File: src/rtl/serr_pkg.sv
package serr_pkg;
  localparam int NUM_TXN = 3;
  typedef enum logic [1:0] {
    TXN_POSTED_WR  = 2'd0,
    TXN_DELAYED_WR = 2'd1,
    TXN_DELAYED_RD = 2'd2
  } txn_kind_e;
endpackage

File: src/rtl/serr_retry_watch.sv
module serr_retry_watch #(
  parameter int unsigned LIMIT = 32'd16777216
) (
  input  logic clk,
  input  logic rst_n,
  input  logic retry,
  input  logic done,
  output logic discard
);
  localparam int CW = $clog2(LIMIT + 1);
  localparam logic [CW-1:0] LIM    = CW'(LIMIT);
  localparam logic [CW-1:0] LIM_M1 = CW'(LIMIT - 1);

  logic [CW-1:0] cnt_q;

  always_ff @(posedge clk) begin
    if (!rst_n) begin
      cnt_q   <= '0;
      discard <= 1'b0;
    end else begin
      discard <= retry && !done && (cnt_q == LIM_M1);
      if (done)
        cnt_q <= '0;
      else if (retry && cnt_q != LIM)
        cnt_q <= cnt_q + 1'b1;
    end
  end
endmodule

File: src/rtl/serr_sec_edge.sv
module serr_sec_edge (
  input  logic clk,
  input  logic rst_n,
  input  logic sec_serr_n,
  output logic sec_fall
);
  logic prev_q;

  always_ff @(posedge clk) begin
    if (!rst_n) prev_q <= 1'b1;
    else        prev_q <= sec_serr_n;
  end

  assign sec_fall = prev_q & ~sec_serr_n;
endmodule

File: src/rtl/serr_gate.sv
module serr_gate #(
  parameter int N = 3
) (
  input  logic         clk,
  input  logic         rst_n,
  input  logic         cmd_en,
  input  logic         fwd_en,
  input  logic         sec_fall,
  input  logic         tabort,
  input  logic         mabort,
  input  logic         par_tgt,
  input  logic         par_init,
  input  logic [N-1:0] disc,
  input  logic         clr_sig,
  input  logic         clr_rcv,
  output logic         serr_n,
  output logic         sig_sts,
  output logic         rcv_sts
);
  logic local_ev, fwd_ev, fire;

  assign local_ev = tabort | mabort | (par_tgt & ~par_init) | (|disc);
  assign fwd_ev   = sec_fall & fwd_en;
  assign fire     = cmd_en & (local_ev | fwd_ev);

  always_ff @(posedge clk) begin
    if (!rst_n) begin
      serr_n  <= 1'b1;
      sig_sts <= 1'b0;
      rcv_sts <= 1'b0;
    end else begin
      serr_n  <= ~fire;
      sig_sts <= fire | (sig_sts & ~clr_sig);
      rcv_sts <= sec_fall | (rcv_sts & ~clr_rcv);
    end
  end
endmodule

File: src/rtl/bridge_serr_reporter.sv
module bridge_serr_reporter
  import serr_pkg::*;
#(
  parameter int unsigned RETRY_LIMIT = 32'd16777216
) (
  input  logic               clk,
  input  logic               rst_n,
  input  logic               sec_serr_n,
  input  logic               pw_tabort,
  input  logic               pw_mabort,
  input  logic               pw_par_tgt,
  input  logic               pw_par_init,
  input  logic [NUM_TXN-1:0] txn_retry,
  input  logic [NUM_TXN-1:0] txn_done,
  input  logic               cmd_serr_en,
  input  logic               fwd_serr_en,
  input  logic               clr_sig_sts,
  input  logic               clr_rcv_sts,
  output logic               pri_serr_n,
  output logic               sig_serr_sts,
  output logic               rcv_serr_sts,
  output logic [NUM_TXN-1:0] discard
);
  logic sec_fall;

  for (genvar t = 0; t < NUM_TXN; t++) begin : g_watch
    serr_retry_watch #(.LIMIT(RETRY_LIMIT)) u_watch (
      .clk     (clk),
      .rst_n   (rst_n),
      .retry   (txn_retry[t]),
      .done    (txn_done[t]),
      .discard (discard[t])
    );
  end

  serr_sec_edge u_edge (
    .clk        (clk),
    .rst_n      (rst_n),
    .sec_serr_n (sec_serr_n),
    .sec_fall   (sec_fall)
  );

  serr_gate #(.N(NUM_TXN)) u_gate (
    .clk      (clk),
    .rst_n    (rst_n),
    .cmd_en   (cmd_serr_en),
    .fwd_en   (fwd_serr_en),
    .sec_fall (sec_fall),
    .tabort   (pw_tabort),
    .mabort   (pw_mabort),
    .par_tgt  (pw_par_tgt),
    .par_init (pw_par_init),
    .disc     (discard),
    .clr_sig  (clr_sig_sts),
    .clr_rcv  (clr_rcv_sts),
    .serr_n   (pri_serr_n),
    .sig_sts  (sig_serr_sts),
    .rcv_sts  (rcv_serr_sts)
  );
endmodule

File: config.mk
export PLATFORM = sky130hd
export DESIGN_NAME = bridge_serr_reporter
export DESIGN_NICKNAME = d
export VERILOG_FILES = /design/src/rtl/serr_pkg.sv /design/src/rtl/serr_retry_watch.sv /design/src/rtl/serr_sec_edge.sv /design/src/rtl/serr_gate.sv /design/src/rtl/bridge_serr_reporter.sv
export SDC_FILE = /design/constraint.sdc
export NUM_CORES = 1
export LEC_CHECK = 0
export BUFFER_PORTS_ARGS = -buffer_cell sky130_fd_sc_hd__clkbuf_2
export CAP_MARGIN = 20
export CELL_PAD_IN_SITES_DETAIL_PLACEMENT = 1
export CELL_PAD_IN_SITES_GLOBAL_PLACEMENT = 1
export CORE_MARGIN = 5
export CORE_UTILIZATION = 50
export CTS_CLUSTER_DIAMETER = 100
export DETAILED_ROUTE_END_ITERATION = 8
export PLACE_DENSITY = 0.82
export SYNTH_ARGS = -nofsm -noshare
export SYNTH_HDL_FRONTEND = slang
export SYNTH_SLANG_ARGS = --single-unit
File: constraint.sdc
create_clock -name clk -period 4.8 [get_ports clk]
set_input_delay 0.24 -clock clk [delete_from_list [all_inputs] [get_ports clk]]
set_output_delay 0.24 -clock clk [all_outputs]
set_load 0.02 [all_outputs]
==> results of run 1 <==
==> Yosys cell counts, types with 11 or more instances <==
library cell	instances	area share, %
a21oi_1	40	4.9
and4_1	17	3.7
clkbuf_1	22	2.0
dfxtp_1	82	40
inv_1	11	1.0
nand2_1	45	4.1
nand3_1	29	3.6
nand4_1	22	3.4
nor2_1	33	3.0
o21ai_0	20	2.5
o31ai_1	18	3.3
or3_1	17	2.6
or4_1	27	5.0
xor2_1	16	3.4
==> kinds of logic (layout without fill, tap and decap cells) <==
group | Yosys count | count (layout) | share of synthesized area [%]
AO/OA/AOI/OAI | 95 | 95 | 14.3
XOR/XNOR | 23 | 23 | 4.94
adder cells (fa/ha/maj) | 6 | 6 | 1.84
buffers and inverters | 41 | 48 | 4.20
flip-flops | 82 | 82 | 40.3
multiplexers | 7 | 7 | 1.72
AND/OR/NAND/NOR | 235 | 235 | 32.8
==> per-layer routing <==
metal / track usage, % / wire length (µm) / vias to the layer above
li1: - / - / 1830
met1: 28.0 / 4800 / 1843
met2: 35.1 / 4960 / 58
met3: 3.34 / 360 / 11
met4: 7.77 / 140 / 0
met5: 0 / 0 / -
==> report_power, final <==
part / switching [µW] / leakage [µW] / internal, µW
Sequential: 3.61 / 0.000662 / 683
Combinational: 30.0 / 0.000712 / 14.3
Clock: 255 / 0.000106 / 306
Total: 288 / 0.00148 / 1000
==> layout by cell type (no fill, tap or decap), types with 2 or more instances in the layout <==
master     Yosys  routed
or3_1         17      17
and4_1        17      17
clkbuf_8       0      10
nand2_1       45      45
o211ai_1       2       2
a21oi_1       40      40
a21boi_0       4       4
nor2b_1        3       3
bufinv_16      0       2
nor2_1        33      33
nor3_1         5       5
xnor2_1        7       7
a2111o_1       3       3
a31o_2         3       3
a31oi_1        2       2
nor4b_1        4       4
nand4_1       22      22
dfxtp_1       82      82
clkbuf_2       0      22
o21ai_0       20      20
mux2i_1        7       7
nand3_1       29      29
xor2_1        16      16
nand2b_1       8       8
inv_1         11      11
a41o_1         2       2
and3_1         9       9
nor4_1        10      10
or4_1         27      27
ha_1           6       6
o31ai_1       18      18
==> sequential cells by signal, summed over array words and instances, names as in the netlist <==
register and flops:
g_watch.u_watch.cnt_q 75, g_watch.u_watch.discard 3, u_edge.prev_q 1, u_gate.rcv_sts 1, u_gate.serr_n 1, u_gate.sig_sts 1
==> final cells by class <==
type,instances,area share [%]
inverters,11,0.937
clock buffers,11,3.21
clock inverters,4,1.73
repair buffers,22,2.50
multi-input cells,366,51.4
flip-flops and latches,82,37.3
well taps,105,2.98
==> worst max path at each step <==
stage,start,endpoint,slack (ns),cells past startpoint
floorplan,g_watch[1].u_watch.cnt_q[0],g_watch[1].u_watch.cnt_q[24],2.87,6
global placement,g_watch[1].u_watch.cnt_q[0],g_watch[1].u_watch.cnt_q[24],2.76,5
detailed placement,g_watch[1].u_watch.cnt_q[0],g_watch[1].u_watch.cnt_q[24],2.68,5
CTS,g_watch[2].u_watch.cnt_q[4],g_watch[2].u_watch.cnt_q[19],2.66,4
global route,g_watch[2].u_watch.cnt_q[4],g_watch[2].u_watch.cnt_q[18],2.44,4
finish,g_watch[2].u_watch.cnt_q[4],g_watch[2].u_watch.cnt_q[19],2.66,4
==> stage by stage <==
stage / setup WS [ns] / cell area (µm²) / total power, µW / instances / util (%)
6_report: 2.66 / 4410 / 1290 / 601 / 54.5
5_1_grt: 2.44 / 4410 / 1340 / 601 / 54.5
4_1_cts: 2.66 / 4410 / 1310 / 601 / 54.5
3_5_place_dp: 2.68 / 4190 / 748 / 586 / 51.8
3_3_place_gp: 2.76 / 4190 / 747 / 586 / 51.8
2_1_floorplan: 2.87 / 4080 / 730 / 489 / -
==> worst register-to-register path, delay by kind of cell, from the launching register on <==
kind             cells  cell delay, ns
AND/OR/NAND/NOR      3            1.44
AO/OA/AOI/OAI        1            0.15
flip-flops           1            0.46
==> impl_metrics.csv, run 1 <==
group,metric,value,unit
layout,register_area,1640,µm²
yosys,synth.avg_cell_area,8.34,µm²
die,dieWidth,100,µm
detailed_routing,vias,3742,
run_status,outcome,"completed",
sta,grt_setup_unrepaired,"no",
setup_path,crit_family,"simple AND/OR/NAND/NOR gates",
setup_path,critPathLaunchType,"register",
clocking,clk_latency,0.36,ns
clocking,cts_max_level,3,
clocking,postCtsSetupBuffers,0,
sta,period_needed,2.14,ns
setup_path,timing.rr.start,"g_watch[2].u_watch.cnt_q[4]",
clocking,tritoncts.num_buffers,9,
sta,finalCritPeriodShare,44.6,%
sta,skew,0.0118,ns
detailed_routing,drtPass1Iterations,4,
setup_path,worstPathCellList,"and4_1, nand4_1, or4_1, a21oi_1",
setup_path,critPathMaxStageDelay,0.63,ns
layout,antenna_cells,0,
yosys,syn_nets,512,
setup_path,crit_path_end_kind,"register",
yosys,synth_cell_types,38,
sta,finalSetupTns,0,ns
sta,fin_hold_ws,0.0837,ns
layout,fill_cells,992,
setup_path,regToRegEndpoint,"g_watch[2].u_watch.cnt_q[19]",
detailed_routing,antenna_left,0,
die,start_util,50.4,%
layout,multi_input_area,2260,µm²
global_route,grt_pass1_wl,17.4,mm
setup_path,ff2ff_path_depth,4,
place,gp_congestion,0.812,
detailed_routing,wl,10.3,mm
setup_path,required,5.07,ns
clocking,cts.sinks,82,
setup_path,crit_type,"reg -> reg",
detailed_routing,wl_per_cell,17.1,µm
job,maxCapViolCount,0,
die,fp.dieH,100,µm
detailed_routing,drc,0,
sta,max_slew_margin,36.3,%
place,port_buffers,22,
yosys,synth-edff-count,0,
yosys,ys_seq_elements,82,
layout,final_nets,515,
global_route,antenna_found_initial,0,
sta,max_freq,467,MHz
detailed_routing,avgViaCountPerCell,6.23,
clocking,hold_buffers,0,
setup_path,r2r_slack,2.66,ns
die,core,8090,µm²
sta,slew_violations,0,
power,irDropWorstVdd,0.142,mV
global_route,grt_max_degree,25,
layout,drive_above_1_share,8.47,%
min_path,hp-class,"in -> reg",
yosys,synth_ff_type,"dfxtp_1",
detailed_routing,drtIter0Drc,102,
setup_path,critPathBufInv,0,
yosys,synth_warnings,0,
setup_path,worstPathArrival,2.41,ns
sta,final_hold_viol_count,0,
min_path,min_to,"u_gate.serr_n",
die,row_count,33,
layout,syn2layout_area_growth,8.07,%
clocking,cts_tree,"done",
setup_path,crit_slowest_cell,"or4_1",
min_path,hp-start,"cmd_serr_en",
global_route,grt_usage,21.2,%
power,powerDensity,293,nW/µm²
clocking,clock-root-buffer,"clkbuf_8",
global_route,grt_pass1_vias,3729,
sta,tightest_slew,0.955,ns
global_route,grt_overflow_total,0,
min_path,whs_path_depth,2,
clocking,clkTransAtPathRegs,0.09,ns
die,num_io_pins,23,
yosys,syn-instance-count,489,
yosys,netlist_area,4080,µm²
yosys,synth-async-reset-ratio,0,%
die,dieArea,10100,µm²
clocking,cts_buffer_depth,2,
sta,setup_viol,0,
setup_path,path_max_fanout,15,
clocking,ctsResizeCount,0,
power,leakagePower,0.00148,µW
yosys,seq_area_frac_synth,40.3,%
place,hpwl,7.32,mm
(Power assumes the default switching activity.)
==> run 2, diff against run 1 <==
- CORE_UTILIZATION: 50 -> 46
- PLACE_DENSITY: 0.82 -> 0.76
- clock period: 4.8 -> 2 ns (I/O delays scaled with it)
==> impl_metrics.csv, run 2 (same netlist as run 1, synthesis figures left out) <==
group,metric,value,unit
clocking,clk_latency,0.35,ns
clocking,clkTransAtPathRegs,0.09,ns
layout,fill_cells,1073,
setup_path,required,2.24,ns
detailed_routing,drtIter0Drc,101,
power,p_sw,710,µW
clocking,cts_tree,"done",
place,gp_congestion,0.776,
job,maxCapViolCount,0,
die,row_count,34,
layout,syn2layout_area_growth,13.7,%
sta,period_needed,1.88,ns
place,hpwl,7.81,mm
clocking,tritoncts.num_buffers,9,
layout,layout_commonest_cell,"dfxtp_1",
global_route,grt_pass1_wl,18.5,mm
clocking,cts_buffer_depth,2,
die,core,8680,µm²
setup_path,path_max_fanout,9,
die,dieWidth,104,µm
setup_path,timing.rr.start,"g_watch[1].u_watch.cnt_q[0]",
run_status,outcome,"completed",
die,fp.dieH,104,µm
setup_path,crit_path_end_kind,"register",
clocking,postCtsSetupBuffers,0,
min_path,hp-class,"in -> reg",
layout,final_nets,543,
layout,largest_register,"g_watch.u_watch.cnt_q",
layout,final_cell_mix,"82 x dfxtp_1, 45 x nand2_1, 40 x a21oi_1, 33 x nor2_1, 28 x nand3_1",
global_route,grt_max_degree,18,
sta,tightest_slew,0.480,ns
power,seq_power_share,53.1,%
power,power_frac_clock,42.9,%
detailed_routing,vias,3794,
global_route,grt_usage,20.0,%
layout,antenna_cells,0,
die,start_util,47.0,%
global_route,antenna_found_initial,0,
die,dieArea,10800,µm²
sta,final_hold_viol_count,0,
clocking,cts_max_level,3,
layout,drive_above_1_share,13.3,%
layout,fin_util,53.4,%
detailed_routing,wl_per_cell,16.9,µm
setup_path,crit_type,"reg -> reg",
sta,max_slew_margin,67.9,%
setup_path,r2r_slack,0.12,ns
sta,setup_viol,0,
power,power.internal,2390,µW
clocking,clock-root-buffer,"clkbuf_8",
layout,largest_reg_flops,75,
power,leakagePower,0.00162,µW
place,place_ws,0.0314,ns
power,powerDensity,669,nW/µm²
sta,finalCritPeriodShare,94.0,%
setup_path,critPathLaunchType,"register",
clocking,cts.sinks,82,
power,power_switching_share,22.9,%
detailed_routing,drtPass1Iterations,4,
sta,layout_setup_ws,0.121,ns
detailed_routing,avgViaCountPerCell,5.99,
power,comb_power_share,4.0,%
power,irDropWorstVdd,0.350,mV
detailed_routing,drc,0,
min_path,hp-start,"clr_rcv_sts",
sta,slew_violations,0,
detailed_routing,wl,10.7,mm
detailed_routing,antenna_left,0,
layout,largestRegisters,"g_watch.u_watch.cnt_q: 75 flops, g_watch.u_watch.discard: 3 flops",
die,num_io_pins,23,
sta,skew,0.0116,ns
place,port_buffers,22,
global_route,grt_pass1_vias,3981,
sta,max_freq,532,MHz
setup_path,startpoint,"g_watch[1].u_watch.cnt_q[0]",
global_route,grt_overflow_total,0,
setup_path,worstPathArrival,2.12,ns
[run 2: cell count changes in the layout (fill, tap and decap cells not counted)]
cell / delta
buf_4: +25
clkbuf_1: +1
clkbuf_8: -1
clkinv_2: +2
clkinvlp_4: -1
dlygate4sd3_1: +3
nand3_1: -1
nand3_2: +1
or3_1: -1
or3_4: +1
or4_1: -1
or4_4: +1
[run 2: critical path: stages (launching register included)]
cell and delay [ns]:
dfxtp_1 0.35, ha_1 0.18, nand4_1 0.14, or3_4 0.46, or4_4 0.51, mux2i_1 0.13
[run 2: layout make-up]
cell class              instances  area (µm²)  area share [%]
multi-input cells             366        2280            49.2
flip-flops and latches         82        1640            35.4
repair buffers                 50         328            7.07
well taps                     108         135            2.92
clock buffers                  11         131            2.83
clock inverters                 5        78.8            1.70
inverters                      11        41.3           0.891
[run 2: metal layers]
layer / up-vias / share of wire, % / GRT usage (%)
li1: 1884 / - / -
met2: 48 / 48 / 33.7
met1: 1850 / 47 / 25.7
met5: - / 0 / 0
met3: 12 / 3.4 / 3.23
met4: 0 / 1.7 / 7.03
[run 2: path summary, 6_finish.rpt]
check,endpoint,cells past startpoint
setup / recovery,g_watch[1].u_watch.cnt_q[24],5
hold / removal,u_gate.rcv_sts,3
setup reg to reg,g_watch[1].u_watch.cnt_q[24],5
hold reg to reg,g_watch[0].u_watch.discard,1
[run 2: what timing repair did]
action                     in CTS  in global routing
setup endpoints to repair       0                  8
hold endpoints to repair        3                  0
hold buffers                    3                  0
resized for setup               0                  3
[run 2: power groups by stage]
stage	clock network (µW)	registers, µW	logic, µW
floorplan	0	1690	61.1
global placement	0	1690	115
detailed placement	0	1690	120
CTS	1360	1650	125
global route	1440	1650	136
finish	1330	1650	124
[run 2: metrics by stage]
step	hold WS (ns)	cells	instance area (µm²)	power [µW]	TNS, ns
final	0.0237	633	4630	3100	0
after global routing	0.0492	633	4630	3220	-0.00469
after detailed placement	0.320	614	4380	1810	0
after floorplan	0.173	489	4080	1750	0
after global placement	0.305	614	4380	1800	0
after CTS	0.0151	633	4620	3130	0
